--- src/rtl/busCyclePkg.sv ---
package busCyclePkg;

  typedef enum logic [2:0] {
    ST_IDLE,
    ST_T1,
    ST_C1,
    ST_C2,
    ST_WAIT,
    ST_END
  } cycleState_t;

  // strobes from control to datapath
  typedef struct packed {
    logic loadReq;
    logic captureRd;
  } dpCtrl_t;

endpackage

--- src/rtl/busCycleCtrl.sv ---
module busCycleCtrl
  import busCyclePkg::*;
#(
  parameter int MAX_WAIT = 6
) (
  input  logic    clk,
  input  logic    rstN,
  input  logic    reqValid,
  input  logic    busReady,
  output dpCtrl_t dpCtrl,
  output logic    ale,
  output logic    cmdActive,
  output logic    busy,
  output logic    done,
  output logic    timeout
);

  localparam int WAIT_CNT_W = $clog2(MAX_WAIT + 2);
  localparam logic [WAIT_CNT_W-1:0] WAIT_LIMIT = WAIT_CNT_W'(MAX_WAIT);

  cycleState_t stateQ;
  logic [WAIT_CNT_W-1:0] waitCntQ;
  logic timedOutQ;
  logic sampling;
  logic limitHit;

  // C2 and WAIT share one sampling point and one ceiling compare
  assign sampling = (stateQ == ST_C2) || (stateQ == ST_WAIT);
  assign limitHit = (waitCntQ == WAIT_LIMIT);

  always_ff @(posedge clk) begin
    if (!rstN) begin
      stateQ    <= ST_IDLE;
      waitCntQ  <= '0;
      timedOutQ <= 1'b0;
    end else begin
      unique case (stateQ)
        ST_IDLE: if (reqValid) begin
          stateQ    <= ST_T1;
          timedOutQ <= 1'b0;
        end
        ST_T1: stateQ <= ST_C1;
        ST_C1: begin
          stateQ   <= ST_C2;
          waitCntQ <= '0;
        end
        ST_C2, ST_WAIT: begin
          if (busReady) begin
            stateQ <= ST_END;
          end else if (limitHit) begin
            stateQ    <= ST_END;
            timedOutQ <= 1'b1;
          end else begin
            stateQ   <= ST_WAIT;
            waitCntQ <= waitCntQ + 1'b1;
          end
        end
        ST_END: stateQ <= ST_IDLE;
        default: stateQ <= ST_IDLE;
      endcase
    end
  end

  always_comb begin
    dpCtrl.loadReq   = (stateQ == ST_IDLE) && reqValid;
    dpCtrl.captureRd = sampling && (busReady || limitHit);
  end

  assign ale       = (stateQ == ST_T1);
  assign cmdActive = (stateQ == ST_C1) || sampling;
  assign busy      = (stateQ != ST_IDLE);
  assign done      = (stateQ == ST_END);
  assign timeout   = (stateQ == ST_END) && timedOutQ;

endmodule

--- src/rtl/busCycleDpath.sv ---
module busCycleDpath
  import busCyclePkg::*;
#(
  parameter int MEM_ADDR_W = 20,
  parameter int IO_ADDR_W  = 16,
  parameter int DATA_W     = 8
) (
  input  logic                  clk,
  input  logic                  rstN,
  input  dpCtrl_t               dpCtrl,
  input  logic                  reqWrite,
  input  logic                  reqIo,
  input  logic [MEM_ADDR_W-1:0] reqAddr,
  input  logic [DATA_W-1:0]     reqWdata,
  input  logic [DATA_W-1:0]     busRdata,
  output logic [MEM_ADDR_W-1:0] addrOut,
  output logic                  memSel,
  output logic                  isWrite,
  output logic [DATA_W-1:0]     wdataOut,
  output logic [DATA_W-1:0]     rdataOut
);

  logic [MEM_ADDR_W-1:0] addrQ;
  logic [MEM_ADDR_W-1:0] addrNext;
  logic memSelQ;
  logic writeQ;
  logic [DATA_W-1:0] wdataQ;
  logic [DATA_W-1:0] rdataQ;

  // narrower I/O space: upper bits forced to zero at capture
  generate
    if (IO_ADDR_W < MEM_ADDR_W) begin : g_ioNarrow
      assign addrNext = reqIo ? {{(MEM_ADDR_W-IO_ADDR_W){1'b0}}, reqAddr[IO_ADDR_W-1:0]}
                              : reqAddr;
    end else begin : g_ioFull
      assign addrNext = reqAddr;
    end
  endgenerate

  always_ff @(posedge clk) begin
    if (!rstN) begin
      addrQ   <= '0;
      memSelQ <= 1'b0;
      writeQ  <= 1'b0;
      wdataQ  <= '0;
      rdataQ  <= '0;
    end else begin
      if (dpCtrl.loadReq) begin
        addrQ   <= addrNext;
        memSelQ <= !reqIo;
        writeQ  <= reqWrite;
        wdataQ  <= reqWdata;
      end
      if (dpCtrl.captureRd && !writeQ) rdataQ <= busRdata;
    end
  end

  assign addrOut  = addrQ;
  assign memSel   = memSelQ;
  assign isWrite  = writeQ;
  assign wdataOut = wdataQ;
  assign rdataOut = rdataQ;

endmodule

--- src/rtl/busCycleMaster.sv ---
module busCycleMaster
  import busCyclePkg::*;
#(
  parameter int MEM_ADDR_W = 20,
  parameter int IO_ADDR_W  = 16,
  parameter int DATA_W     = 8,
  parameter int MAX_WAIT   = 6
) (
  input  logic                  clk,
  input  logic                  rstN,
  input  logic                  reqValid,
  input  logic                  reqWrite,
  input  logic                  reqIo,
  input  logic [MEM_ADDR_W-1:0] reqAddr,
  input  logic [DATA_W-1:0]     reqWdata,
  output logic                  busy,
  output logic                  done,
  output logic                  timeout,
  output logic [DATA_W-1:0]     rdData,
  output logic [MEM_ADDR_W-1:0] busAddr,
  output logic                  busAle,
  output logic                  busRd,
  output logic                  busWr,
  output logic                  busMemSel,
  output logic [DATA_W-1:0]     busWdata,
  input  logic [DATA_W-1:0]     busRdata,
  input  logic                  busReady
);

  dpCtrl_t dpCtrl;
  logic cmdActive;
  logic isWrite;

  busCycleCtrl #(.MAX_WAIT(MAX_WAIT)) u_ctrl (
    .clk       (clk),
    .rstN      (rstN),
    .reqValid  (reqValid),
    .busReady  (busReady),
    .dpCtrl    (dpCtrl),
    .ale       (busAle),
    .cmdActive (cmdActive),
    .busy      (busy),
    .done      (done),
    .timeout   (timeout)
  );

  busCycleDpath #(
    .MEM_ADDR_W (MEM_ADDR_W),
    .IO_ADDR_W  (IO_ADDR_W),
    .DATA_W     (DATA_W)
  ) u_dpath (
    .clk      (clk),
    .rstN     (rstN),
    .dpCtrl   (dpCtrl),
    .reqWrite (reqWrite),
    .reqIo    (reqIo),
    .reqAddr  (reqAddr),
    .reqWdata (reqWdata),
    .busRdata (busRdata),
    .addrOut  (busAddr),
    .memSel   (busMemSel),
    .isWrite  (isWrite),
    .wdataOut (busWdata),
    .rdataOut (rdData)
  );

  assign busRd = cmdActive && !isWrite;
  assign busWr = cmdActive && isWrite;

endmodule

--- config.mk ---
export PLATFORM = sky130hd
export DESIGN_NAME = busCycleMaster
export DESIGN_NICKNAME = d
export VERILOG_FILES = /design/src/rtl/busCyclePkg.sv /design/src/rtl/busCycleCtrl.sv /design/src/rtl/busCycleDpath.sv /design/src/rtl/busCycleMaster.sv
export SDC_FILE = /design/constraint.sdc
export NUM_CORES = 1
export LEC_CHECK = 0
export BUFFER_PORTS_ARGS = -buffer_cell sky130_fd_sc_hd__buf_4
export CORE_MARGIN = 2
export CORE_UTILIZATION = 30
export DETAILED_ROUTE_END_ITERATION = 10
export SYNTH_ARGS = -nofsm -noshare
export SYNTH_HDL_FRONTEND = slang
export SYNTH_SLANG_ARGS = --single-unit
--- constraint.sdc ---
create_clock -name clk -period 3.17 [get_ports clk]
set_clock_uncertainty 0.2 [all_clocks]
set_input_delay 0 -clock clk [delete_from_list [all_inputs] [get_ports clk]]
set_output_delay 0 -clock clk [all_outputs]
set_load 0.05 [all_outputs]
## Word-level counts from Yosys, hierarchy flattened

Index checks and enable logic that the tools add are counted.

| operators by class | value |
|---|---|
| add/sub/neg operators | 1 |
| multipliers | 0 |
| div/mod/pow operators | 0 |
| $lt $le $gt $ge | 0 |
| equal/unequal tests | 10 |
| shift-type cells | 0 |
| mux-type cells | 12 |
| bitwise operators | 0 |
| reduce and logical (&&, ||, !) cells | 18 |

Operators with widths:

| cell | count |
|---|---|
| $mux W20 | 1 |
| $mux W3 | 4 |
| $pmux W3 S4 | 1 |
| $eq A3 B3 Y1 const B | 3 |
| $eq A3 B2 Y1 const B | 2 |
| $logic_and A1 B1 Y1 | 6 |
| $ne A2 B2 Y1 const B | 3 |
| $pmux W3 S2 | 1 |
| $mux W1 | 4 |
| $reduce_and A4 Y1 | 1 |
| $reduce_bool A2 Y1 | 2 |
| $add A3 B1 Y3 const B | 1 |
| $eq A3 B1 Y1 const B | 1 |
| $logic_not A3 Y1 | 1 |
| $logic_or A1 B1 Y1 | 3 |
| $reduce_and A3 Y1 | 1 |
| $reduce_bool A3 Y1 | 1 |
| $logic_not A1 Y1 | 2 |
| $ne A2 B1 Y1 const B | 1 |
| $pmux W1 S2 | 1 |
| $reduce_or A2 Y1 | 1 |

| storage, ports and cells | value |
|---|---|
| register bits after elaboration | 45 |
| latch bits | 0 |
| RAM bits | 0 |
| memory bits (read-only) | 0 |
| input port bits | 42 |
| output and inout port bits | 43 |
| memories | 0 |

## Logic depth before layout (Yosys ltp)

Gate-level depths: netlist of run 1.

| depth | value |
|---|---|
| word-level depth | 4 |
| depth in mapped cells | 7 |
| depth with buffers taken out | 6 |

## By module

From an unflattened synthesis of run 1, not the netlist that was laid out.

| second synthesis, totals | value |
|---|---|
| cells, all modules | 207 |
| area total of the unflattened synthesis | 2034.5 µm² |

Modules (own cells, without submodules):

| module | instances | cells an instance | area each (µm²) | seq. area each (µm²) |
|---|---|---|---|---|
| busCycleDpath | 1 | 138 | 1495.2 | 760.7 |
| busCycleCtrl | 1 | 67 | 523.0 | 140.1 |
| busCycleMaster | 1 | 2 | 16.3 | 0.0 |

## Worst setup path before layout of run 1

Ideal clock, no wire load.

| timing path | value |
|---|---|
| path kind | flip-flop to output port |
| start point | reg u_ctrl.stateQ[0] |
| end point | out timeout |
| arrival time | 2305 ps |
| required time | 2970 ps |
| setup slack | 665 ps |
| stages on the path, launching flop included | 5 |
| path buffers | 1 |
| cell sequence | dfxtp_1 > buf_2 > inv_2 > nor3b_1 > and2_1 |

| on the way | value |
|---|---|
| cells in the longest elaborated chain, start to end | 2 |

Ends and longest elaborated chain:

| what | line | RTL |
|---|---|---|
| start: declaration | busCycleCtrl.sv:21 | `cycleState_t stateQ;` |
| start signal: assignment | busCycleCtrl.sv:33 | `stateQ <= ST_IDLE;` |
| start signal: assignment | busCycleCtrl.sv:39 | `stateQ <= ST_T1;` |
| start signal: assignment | busCycleCtrl.sv:42 | `ST_T1: stateQ <= ST_C1;` |
| $eq A3 B3 Y1 | -- |  |
| via done | busCycleMaster.sv:17 | `output logic done,` |
| $logic_and A1 B1 Y1 | busCycleCtrl.sv:73 | `assign timeout = (stateQ == ST_END) && timedOutQ;` |
| end: declaration | busCycleMaster.sv:18 | `output logic timeout,` |

The timed path passes the listed nets, and every way through them passes these cells.

## Final worst setup path of run 1

| timing path | value |
|---|---|
| start point | reg u_ctrl.stateQ[0] |
| end point | reg u_dpath.addrQ[19] (netlist: u_dpath.addrOut[19]) |

| on the way | value |
|---|---|
| cells in the longest elaborated chain, start to end | 2 |

Ends and longest elaborated chain:

| what | line | RTL |
|---|---|---|
| $logic_not A3 Y1 | busCycleCtrl.sv:65 | `dpCtrl.loadReq = (stateQ == ST_IDLE) && reqValid;` |
| $logic_and A1 B1 Y1 | busCycleCtrl.sv:65 |  |
| end signal: assignment | busCycleDpath.sv:49 | `addrQ <= addrNext;` |
| end: declaration | busCycleDpath.sv:23 | `logic [MEM_ADDR_W-1:0] addrQ;` |

Every way passes these cells.
A chain may end at the register's enable or synchronous reset.

==> results of run 1 <==
-- cells in the final DEF (no fill, tap or decap), drive strengths merged, types with 2 or more instances in the layout --
| cell | n |
|---|---|
| nand3b | 6 |
| buf | 87 |
| dfxtp | 45 |
| nor2b | 12 |
| inv | 4 |
| a21boi | 29 |
| nand3 | 2 |
| nor3 | 2 |
| ha | 2 |
| dlygate4sd3 | 83 |
| clkbuf | 7 |
| or3b | 2 |
| a21oi | 6 |
| nand2 | 60 |
| nor2 | 4 |
| a2bb2oi | 2 |
| nor3b | 3 |
| and2 | 3 |
| mux2i | 9 |
-- worst max-delay path, delay by kind of cell (launching register included) --
| family | cells | cell delay [ns] |
|---|---|---|
| flip-flops | 1 | 0.42 |
| AND/OR/NAND/NOR | 3 | 0.87 |
| buffers and inverters | 2 | 1.12 |
| AO/OA/AOI/OAI | 1 | 0.13 |
-- layout make-up --
cell class                      instances  area share [%]
Clock buffer                            7            2.17
Multi-Input combinational cell        154            26.5
Sequential cell                        45            25.7
Timing Repair Buffer                  170            42.3
Tap cell                               77            2.75
Inverter                                4           0.428
Clock inverter                          1           0.214
-- final timing paths --
check | from | depth (start not counted) | endpoint | slack [ns]
min | reqValid | 5 | u_ctrl.stateQ[0]$_SDFFE_PN0P_ | 0.06
min reg2reg | u_ctrl.waitCntQ[1]$_SDFFE_PN0P_ | 2 | u_ctrl.waitCntQ[1]$_SDFFE_PN0P_ | 0.29
max | u_ctrl.stateQ[0]$_SDFFE_PN0P_ | 6 | u_dpath.addrOut[19]$_SDFFE_PN0P_ | 0.37
max reg2reg | u_ctrl.stateQ[0]$_SDFFE_PN0P_ | 6 | u_dpath.addrOut[19]$_SDFFE_PN0P_ | 0.37
-- routing by layer --
layer	GRT usage (%)	up-vias
met2	30.0	49
met3	4.45	7
met1	18.4	925
met5	0	-
li1	-	1044
met4	4.40	0
-- logic make-up after synthesis --
| group | share of synthesized area, % |
|---|---|
| simple gates | 23.8 |
| buf+inv | 4.13 |
| xor+xnor | 0.459 |
| compound gates | 18.3 |
| mux | 4.72 |
| fa+ha+maj | 1.31 |
| flops | 47.2 |
-- through the flow --
stage / util [%] / setup slack [ns] / hold WS (ns)
3_3_place_gp: 41.5 / 1.03 / 0.0474
6_report: 56.2 / 0.369 / 0.0636
4_1_cts: 56.2 / 0.0314 / 0.0419
5_1_grt: 56.2 / 0.123 / 0.0561
3_5_place_dp: 41.5 / 0.994 / 0.0572
2_1_floorplan: - / 0.665 / -0.0651
-- power by group through the flow --
stage | sequential [uW] | combinational, uW | clock [uW]
after floorplan | 797 | 224 | 0
after global placement | 671 | 509 | 0
after detailed placement | 672 | 510 | 0
after CTS | 660 | 613 | 368
after global routing | 668 | 665 | 387
final | 660 | 620 | 359
-- timing repair --
item / in CTS / in global routing
hold buffers: 83 / 0
setup endpoints to repair: 0 / 4
endpoints found under the hold margin: 45 / 0
resized for setup: 0 / 2
-- flip-flops by register name, indices dropped and copies added, names as in the netlist --
| signal | cells |
|---|---|
| u_dpath.isWrite | 1 |
| u_dpath.wdataOut | 8 |
| u_dpath.addrOut | 20 |
| u_dpath.memSel | 1 |
| u_ctrl.timedOutQ | 1 |
| u_dpath.rdataOut | 8 |
| u_ctrl.waitCntQ | 3 |
| u_ctrl.stateQ | 3 |
==> run metrics, run 1 <==
outcome=completed; Vias=2025; post-synth cell types=32; Hold Vio Cnt, Final=0; Clk Latency, worst-skew pair=0.30 ns; DRT Wirelength=5620 um; CP dominant cell by count=dlygate4sd3_1; core footprint=0.00624 mm^2; post-synthesis sequential area ratio=47.2%; max frequency=0.357 GHz; slowest stage cell, crit path=dlygate4sd3_1; number of flops mapped to enable cells by yosys=0; top_reg_cell synth=dfxtp_1; commonest cells in the netlist=nand2_1 (60), dfxtp_1 (45), a21boi_1 (29); remaining global-route overflow=0; uppermost layer routed=met4; DRC=0; Worst Hold Class=in -> reg; Clock transition at path regs=0.08 ns; syn_area_per_cell=8.75 um^2; WL/cell=12.3 um; Synth area leader=dfxtp_1; Worst path max stage delay=0.57 ns; Setup TNS=0 ns; HPWL after DPL=3160 um; Worst Max-Slew Pin Slew=0.588 ns; filler cell count=585; static leakage=0.00158 uW; Met1 Wirelength=2330 um; design area=0.00351 mm^2; First-pass DRT Iterations=4; Int Power=1040 uW; global-route wire length before repair=9430 um; dominant cells by area after synthesis=dfxtp_1 (47%), nand2_1 (12%), a21boi_1 (11%), mux2i_1 (4.7%), nor2b_1 (3.9%); Worst VDD drop=0.000276 V; CTS Buffer Depth=2; antenna violation net count after detailed routing=0; gpl congestion=0.743; Post-Synthesis Cells=218; Ports=85; top fanout value on the critical path=21; RSZ-0062 raised after global routing=false; routed wl met3=300 um; Power Density=467 mW/mm^2; CP required=3.22 ns; post-CTS setup buffers=0; largest net degree at the start of global routing=49; vias in the first global route=2074; sequential power share=40.3%; share of cells above drive strength 1=25.5%; Total Routing Usage GR=16.3%; Layout Nets=424; Die W=83.7 um; H-Tree Depth=2; syn nets=262; Die Height=83.7 um; critical path type=reg -> reg; Psw=597 uW; initial antenna violation count=0; port bufs=84; # setup viols final=0; YS warnings=0; Mapped Area=0.00191 mm^2; total power draw=1640 uW; Slew Limit Headroom=60.7%; TritonCTS clock tree=done; Initial DRC Count=74; CTS root buf=clkbuf_8; most common cell in the netlist=nand2_1; Switching Share=36.4%; area occupied by multi-input gates=930 um^2; Comb power frac=37.8%; TritonCTS Buffers=5; # rows=29; Slew Limit Fails=0; post-synth top area share=47.2%; Min Clock Period, post-route=2.80 ns; max-cap viol count=0; placed instance area=0.00259 mm^2; CP Capture Type=flop; Initial Util=30.6%; clk sinks=45; synthesis-to-layout area growth=84.1%; Met2 Wirelength=2940 um; Die Area=0.00701 mm^2; #FFs+latches synth=45; Worst EP arrival=2.85 ns; Setup crit start kind=flop; non-filler cells, final=458; Tcrit/Tclk final=88.4%; Clk pwr share=21.9%; antenna diode count=0; vias per std cell=4.42; crit path cell chain=nor3_1 > and2_4 > nand3b_1 > dlygate4sd3_1 > a21boi_1 > dlygate4sd3_1; cell total after placement=367; async set or reset register ratio after synthesis=0%; Sequential Area=901 um^2
(Power assumes the default switching activity.)
==> run 2, diff against run 1 <==
--- a/config.mk
+++ b/config.mk
@@ -11,2 +11,3 @@
 export DETAILED_ROUTE_END_ITERATION = 10
+export SETUP_SLACK_MARGIN = 0.4
 export SYNTH_ARGS = -nofsm -noshare
==> constraint.sdc (replaced) <==
create_clock -name clk -period 3.17 [get_ports clk]
set_clock_uncertainty 0.2 [all_clocks]
set_input_delay 0.1585 -clock clk [delete_from_list [all_inputs] [get_ports clk]]
set_output_delay 0.1585 -clock clk [all_outputs]
set_load 0.05 [all_outputs]
==> run metrics, run 2 (synthesis results as in run 1) <==
Worst R2R Setup Slack=0.84 ns (was 0.37 ns); critical path type=reg -> reg (unchanged); CP Capture Type=flop (unchanged); Min Clock Period, post-route=2.33 ns (was 2.80 ns); First-pass DRT Iterations=4 (unchanged); remaining global-route overflow=0 (unchanged); Setup crit start kind=flop (unchanged); DRC=0 (unchanged); largest net degree at the start of global routing=49 (unchanged); antenna diode count=0 (unchanged); design area=0.00311 mm^2 (was 0.00351 mm^2); CTS Buffer Depth=2 (unchanged); max reg flops=20 (unchanged); Slew Limit Fails=0 (unchanged); Die Area=0.00701 mm^2 (unchanged); top fanout value on the critical path=21 (unchanged); RR Startpoint=u_ctrl.stateQ[0]$_SDFFE_PN0P_ (unchanged); post-CTS setup buffers=0 (unchanged); CTS root buf=clkbuf_8 (unchanged); CP required=3.20 ns (was 3.22 ns); DRT Wirelength=4910 um (was 5620 um); Worst Hold Class=in -> reg (unchanged); vias in the first global route=1817 (was 2074); Ports=85 (unchanged); antenna violation net count after detailed routing=0 (unchanged); reg2reg path depth=5 (was 6); port bufs=84 (unchanged); Power Density=502 mW/mm^2 (was 467 mW/mm^2); max frequency=0.430 GHz (was 0.357 GHz); Die Height=83.7 um (unchanged); most frequent cells in the layout=buf_4 (87), nand2_1 (60), dfxtp_1 (45) (was buf_4 (87), dlygate4sd3_1 (83), nand2_1 (60)); cell total after placement=367 (unchanged); hold path start=rstN (was reqValid); Hold Vio Cnt, Final=0 (unchanged); Worst path max stage delay=0.56 ns (was 0.57 ns); non-filler cells, final=418 (was 458); Vias=1864 (was 2025); slowest stage cell, crit path=dlygate4sd3_1 (unchanged); placed instance area=0.00259 mm^2 (unchanged); clk sinks=45 (unchanged); initial antenna violation count=0 (unchanged); vias per std cell=4.46 (was 4.42); Worst EP arrival=2.36 ns (was 2.85 ns); RSZ-0062 raised after global routing=false (unchanged); Slew Limit Headroom=60.5% (was 60.7%); outcome=completed (unchanged); # setup viols final=0 (unchanged); TritonCTS Buffers=5 (unchanged); core footprint=0.00624 mm^2 (unchanged); CP Buf/Inv Count=1 (was 2); worst r2r dst=u_dpath.addrOut[19]$_SDFFE_PN0P_ (unchanged); share of cells above drive strength 1=28.4% (was 25.5%); Hold EP=u_ctrl.timedOutQ$_SDFFE_PN0P_ (was u_ctrl.stateQ[0]$_SDFFE_PN0P_); Clock transition at path regs=0.08 ns (about the same); WL/cell=11.8 um (was 12.3 um); gpl congestion=0.743 (unchanged); TritonCTS clock tree=done (unchanged); static leakage=0.00133 uW (was 0.00158 uW); Worst Hold Depth=3 (was 5); crit path cell chain=nor3_1 > and2_2 > nand3b_1 > dlygate4sd3_1 > a21boi_1 (was nor3_1 > and2_4 > nand3b_1 > dlygate4sd3_1 > a21boi_1 > dlygate4sd3_1); Tcrit/Tclk final=73.4% (was 88.4%); Worst path top cell family by delay=simple AND/OR/NAND/NOR gates (was buffers and inverters); Worst VDD drop=0.000253 V (was 0.000276 V); global-route wire length before repair=8190 um (was 9430 um); H-Tree Depth=2 (unchanged); Initial Util=30.6% (unchanged); Total Routing Usage GR=14.2% (was 16.3%); commonest non-fill, non-tap cell in the layout=buf_4 (unchanged); # rows=29 (unchanged); Layout Nets=384 (was 424); Die W=83.7 um (unchanged); synthesis-to-layout area growth=63.0% (was 84.1%); Initial DRC Count=89 (was 74); max-cap viol count=0 (unchanged); Clk Latency, worst-skew pair=0.29 ns (was 0.30 ns); HPWL after DPL=3160 um (unchanged); Setup TNS=0 ns (unchanged); Worst Max-Slew Pin Slew=0.590 ns (was 0.588 ns)
==> run 2: cell types whose count changed in the layout (fill, tap and decap cells not counted) <==
cell and delta:
dlygate4sd3_1 -40, and2_2 +1, and2_4 -1
==> run 2: report_power, final <==
part | total, uW | internal, uW | switching, uW
clock network | 351 | 156 | 194
registers | 659 | 617 | 41.8
logic | 550 | 214 | 336
==> run 2: worst max path at each step <==
stage                                   from                                to  depth (start not counted)
6_report       u_ctrl.stateQ[0]$_SDFFE_PN0P_  u_dpath.addrOut[19]$_SDFFE_PN0P_                          5
5_1_grt        u_ctrl.stateQ[0]$_SDFFE_PN0P_  u_dpath.addrOut[18]$_SDFFE_PN0P_                          5
4_1_cts        u_ctrl.stateQ[0]$_SDFFE_PN0P_  u_dpath.addrOut[17]$_SDFFE_PN0P_                          5
3_5_place_dp   u_ctrl.stateQ[0]$_SDFFE_PN0P_   u_dpath.addrOut[6]$_SDFFE_PN0P_                          5
3_3_place_gp   u_ctrl.stateQ[0]$_SDFFE_PN0P_   u_dpath.addrOut[5]$_SDFFE_PN0P_                          5
2_1_floorplan  u_ctrl.stateQ[0]$_SDFFE_PN0P_                           timeout                          4
==> run 2: layer usage <==
metal / wire length, um / share of wire (%) / track usage [%]
met1: 2100 / 43 / 16.4
met2: 2510 / 51 / 25.1
met3: 282 / 5.7 / 4.35
met4: 25 / 0.51 / 4.40
met5: 0 / 0 / 0
==> run 2: cell type report <==
type	count	area [um^2]
clock buffer	7	76.3
clock inverter	1	7.51
fill	619	3130
inverter	4	15.0
multi-input combinational	154	928
sequential	45	901
tap	77	96.3
timing repair buffer	130	1080
==> run 2: stage by stage <==
| stage | power (uW) | hold slack (ns) | setup WS (ns) | util [%] |
|---|---|---|---|---|
| final | 1560 | 0.0890 | 0.842 | 49.8 |
| after detailed placement | 1180 | 0.216 | 0.994 | 41.5 |
| after global placement | 1180 | 0.206 | 1.03 | 41.5 |
| after CTS | 1580 | 0.0919 | 0.563 | 49.8 |
| after global routing | 1650 | 0.141 | 0.553 | 49.8 |
| after floorplan | 1020 | 0.0934 | 0.506 | - |
==> run 2: repair_timing <==
action / in CTS / in global routing
resized for setup: 0 / 1
setup endpoints to repair: 0 / 4
endpoints found under the hold margin: 39 / 0
hold buffers: 43 / 0
==> run 2: worst reg2reg max path, cell delays in order (launching register included) <==
cell	delay (ns)
dfxtp_1	0.42
nor3_1	0.37
and2_2	0.46
nand3b_1	0.12
dlygate4sd3_1	0.56
a21boi_1	0.13
==> run 3, diff against run 2 <==
- clock period: 3.17 -> 1.9 ns (I/O delays scaled with it)
==> run metrics, run 3 (synthesis results as in run 1) <==
DRC=0 (unchanged); CTS root buf=clkbuf_8 (unchanged); Die W=83.7 um (unchanged); Worst EP arrival=1.50 ns (was 2.36 ns); synthesis-to-layout area growth=98.0% (was 63.0%); Worst R2R Setup Slack=0.13 ns (was 0.84 ns); core footprint=0.00624 mm^2 (unchanged); First-pass DRT Iterations=4 (unchanged); HPWL after DPL=3280 um (was 3160 um); port bufs=84 (unchanged); # setup viols final=0 (unchanged); Worst Hold Class=in -> reg (unchanged); worst r2r dst=u_dpath.rdataOut[3]$_SDFFE_PN0P_ (was u_dpath.addrOut[19]$_SDFFE_PN0P_); commonest non-fill, non-tap cell in the layout=buf_4 (unchanged); static leakage=0.00161 uW (was 0.00133 uW); TritonCTS clock tree=done (unchanged); RSZ-0062 raised after global routing=true (was false); Slew Limit Headroom=81.8% (was 60.5%); Initial Util=30.6% (unchanged); vias in the first global route=2078 (was 1817); # rows=29 (unchanged); Worst Hold Depth=5 (was 3); Sequential Area=911 um^2 (was 901 um^2); vias per std cell=4.59 (was 4.46); critical path type=reg -> out (was reg -> reg); Worst VDD drop=0.000445 V (was 0.000253 V); reg2reg path depth=5 (unchanged); Ports=85 (unchanged); TritonCTS Buffers=5 (unchanged); Min Clock Period, post-route=1.80 ns; CTS Buffer Depth=2 (unchanged); CP Capture Type=output port (was flop); max reg flops=20 (unchanged); most frequent cells in the layout=buf_4 (91), nand2_1 (54), dfxtp_1 (41) (was buf_4 (87), nand2_1 (60), dfxtp_1 (45)); share of cells above drive strength 1=43.5% (was 28.4%); antenna violation net count after detailed routing=0 (unchanged); outcome=completed (unchanged); Setup crit start kind=flop (unchanged); Clock transition at path regs=0.08 ns (about the same); top fanout value on the critical path=6 (was 21); Layout Nets=411 (was 384); WL/cell=13.7 um (was 11.8 um); clk sinks=45 (unchanged); RR Startpoint=u_ctrl.stateQ[2]$_SDFFE_PN0P_ (was u_ctrl.stateQ[0]$_SDFFE_PN0P_); remaining global-route overflow=0 (unchanged); gpl congestion=0.765 (was 0.743); Setup TNS=0 ns (unchanged); filler cell count=544 (was 619); Power Density=870 mW/mm^2 (was 502 mW/mm^2); H-Tree Depth=2 (unchanged); Initial DRC Count=63 (was 89); Tcrit/Tclk final=94.7%; pre-CTS WS=0.0897 ns (was 0.994 ns); Hold Vio Cnt, Final=0 (unchanged); Slew Limit Fails=0 (unchanged); Hold WS=0.120 ns (was 0.0890 ns); Die Height=83.7 um (unchanged); Vias=2043 (was 1864); hold path start=reqValid (was rstN); area occupied by multi-input gates=0.00111 mm^2 (was 928 um^2); Worst Max-Slew Pin Slew=0.273 ns (was 0.590 ns); CP required=1.60 ns (was 3.20 ns); Setup WS post-layout=0.102 ns (was 0.842 ns); initial antenna violation count=0 (unchanged); global-route wire length before repair=10100 um (was 8190 um); Hold EP=u_ctrl.timedOutQ$_SDFFE_PN0P_ (unchanged); max frequency=0.556 GHz; DRT Wirelength=6110 um (was 4910 um); Die Area=0.00701 mm^2 (unchanged); Clk Latency, worst-skew pair=0.29 ns (about the same); antenna diode count=0 (unchanged); max-cap viol count=0 (unchanged); Total Routing Usage GR=17.6% (was 14.2%); largest net degree at the start of global routing=26 (was 49)
==> run 3: cell count changes in the layout (fill, tap and decap cells not counted), moves of 3 or more <==
cell,before,now
dfxtp_1,45,41
buf_16,0,4
dlygate4sd3_1,43,40
nor2_1,4,1
buf_12,0,7
buf_6,0,10
a21oi_1,6,3
buf_8,0,4
a21boi_1,29,26
a21boi_2,0,3
nand2_2,0,5
nand2_1,60,54
buf_4,87,91
==> run 3: worst max-delay path by stage <==
stage	startpoint	slack, ns	cells after the start	end
final	u_ctrl.stateQ[0]$_SDFFE_PN0P_	0.10	6	busWr
after global routing	u_ctrl.stateQ[0]$_SDFFE_PN0P_	0.03	6	busWr
after CTS	u_ctrl.stateQ[0]$_SDFFE_PN0P_	0.12	5	u_dpath.rdataOut[5]$_SDFFE_PN0P_
after detailed placement	u_ctrl.stateQ[0]$_SDFFE_PN0P_	0.09	5	u_dpath.rdataOut[5]$_SDFFE_PN0P_
after global placement	u_ctrl.stateQ[0]$_SDFFE_PN0P_	0.16	5	u_dpath.rdataOut[1]$_SDFFE_PN0P_
after floorplan	u_ctrl.stateQ[1]$_SDFFE_PN0P_	0.16	4	u_dpath.rdataOut[0]$_SDFFE_PN0P_
==> run 3: where the power goes <==
part           internal [uW]  switching [uW]  leakage [uW]
registers               1030            56.0      0.000370
logic                    695             748       0.00118
clock network            429             322     0.0000585
total                   2160            1130       0.00161
==> run 3: repair_timing <==
item                                    CTS  global route
pin swaps                                 8            20
buffers inserted                         14             2
cloned                                    4             1
hold buffers                             40             0
hold endpoints to repair                 43             0
gates resized for setup                  39            20
endpoints found under the setup margin   49            50
==> run 3: area by class of cell <==
type / instances / share of cell area [%]
Inverter: 4 / 0.398
Sequential cell: 45 / 24.1
Timing Repair Buffer: 157 / 40.6
Multi-Input combinational cell: 154 / 29.3
Clock buffer: 7 / 2.29
Clock inverter: 1 / 0.795
Tap cell: 77 / 2.55
==> run 3: metrics by stage <==
stage                     area (um^2)  power (uW)  utilization [%]  instances
final                            3780        3280             60.5        445
after global placement           2730        2060             43.8        376
after global routing             3780        3450             60.5        445
after floorplan                  1960        1730                -        218
after CTS                        3660        3250             58.7        442
after detailed placement         2730        2070             43.8        376
==> run 3: critical path, stage by stage (launching register included) <==
cell     delay, ns
dfxtp_4       0.35
buf_6         0.13
nor3b_4       0.23
nor2_2        0.09
buf_6         0.13
nor2b_4       0.12
buf_8         0.15
==> run 3: per-layer routing <==
layer | part of all wire [%] | wire, um | vias to the layer above | global-route usage [%]
met2 | 51 | 3100 | 59 | 31.4
met3 | 5.4 | 332 | 8 | 4.65
li1 | - | - | 1025 | -
met4 | 1.2 | 72 | 0 | 3.81
met1 | 43 | 2600 | 951 | 21.1
met5 | 0 | 0 | - | 0
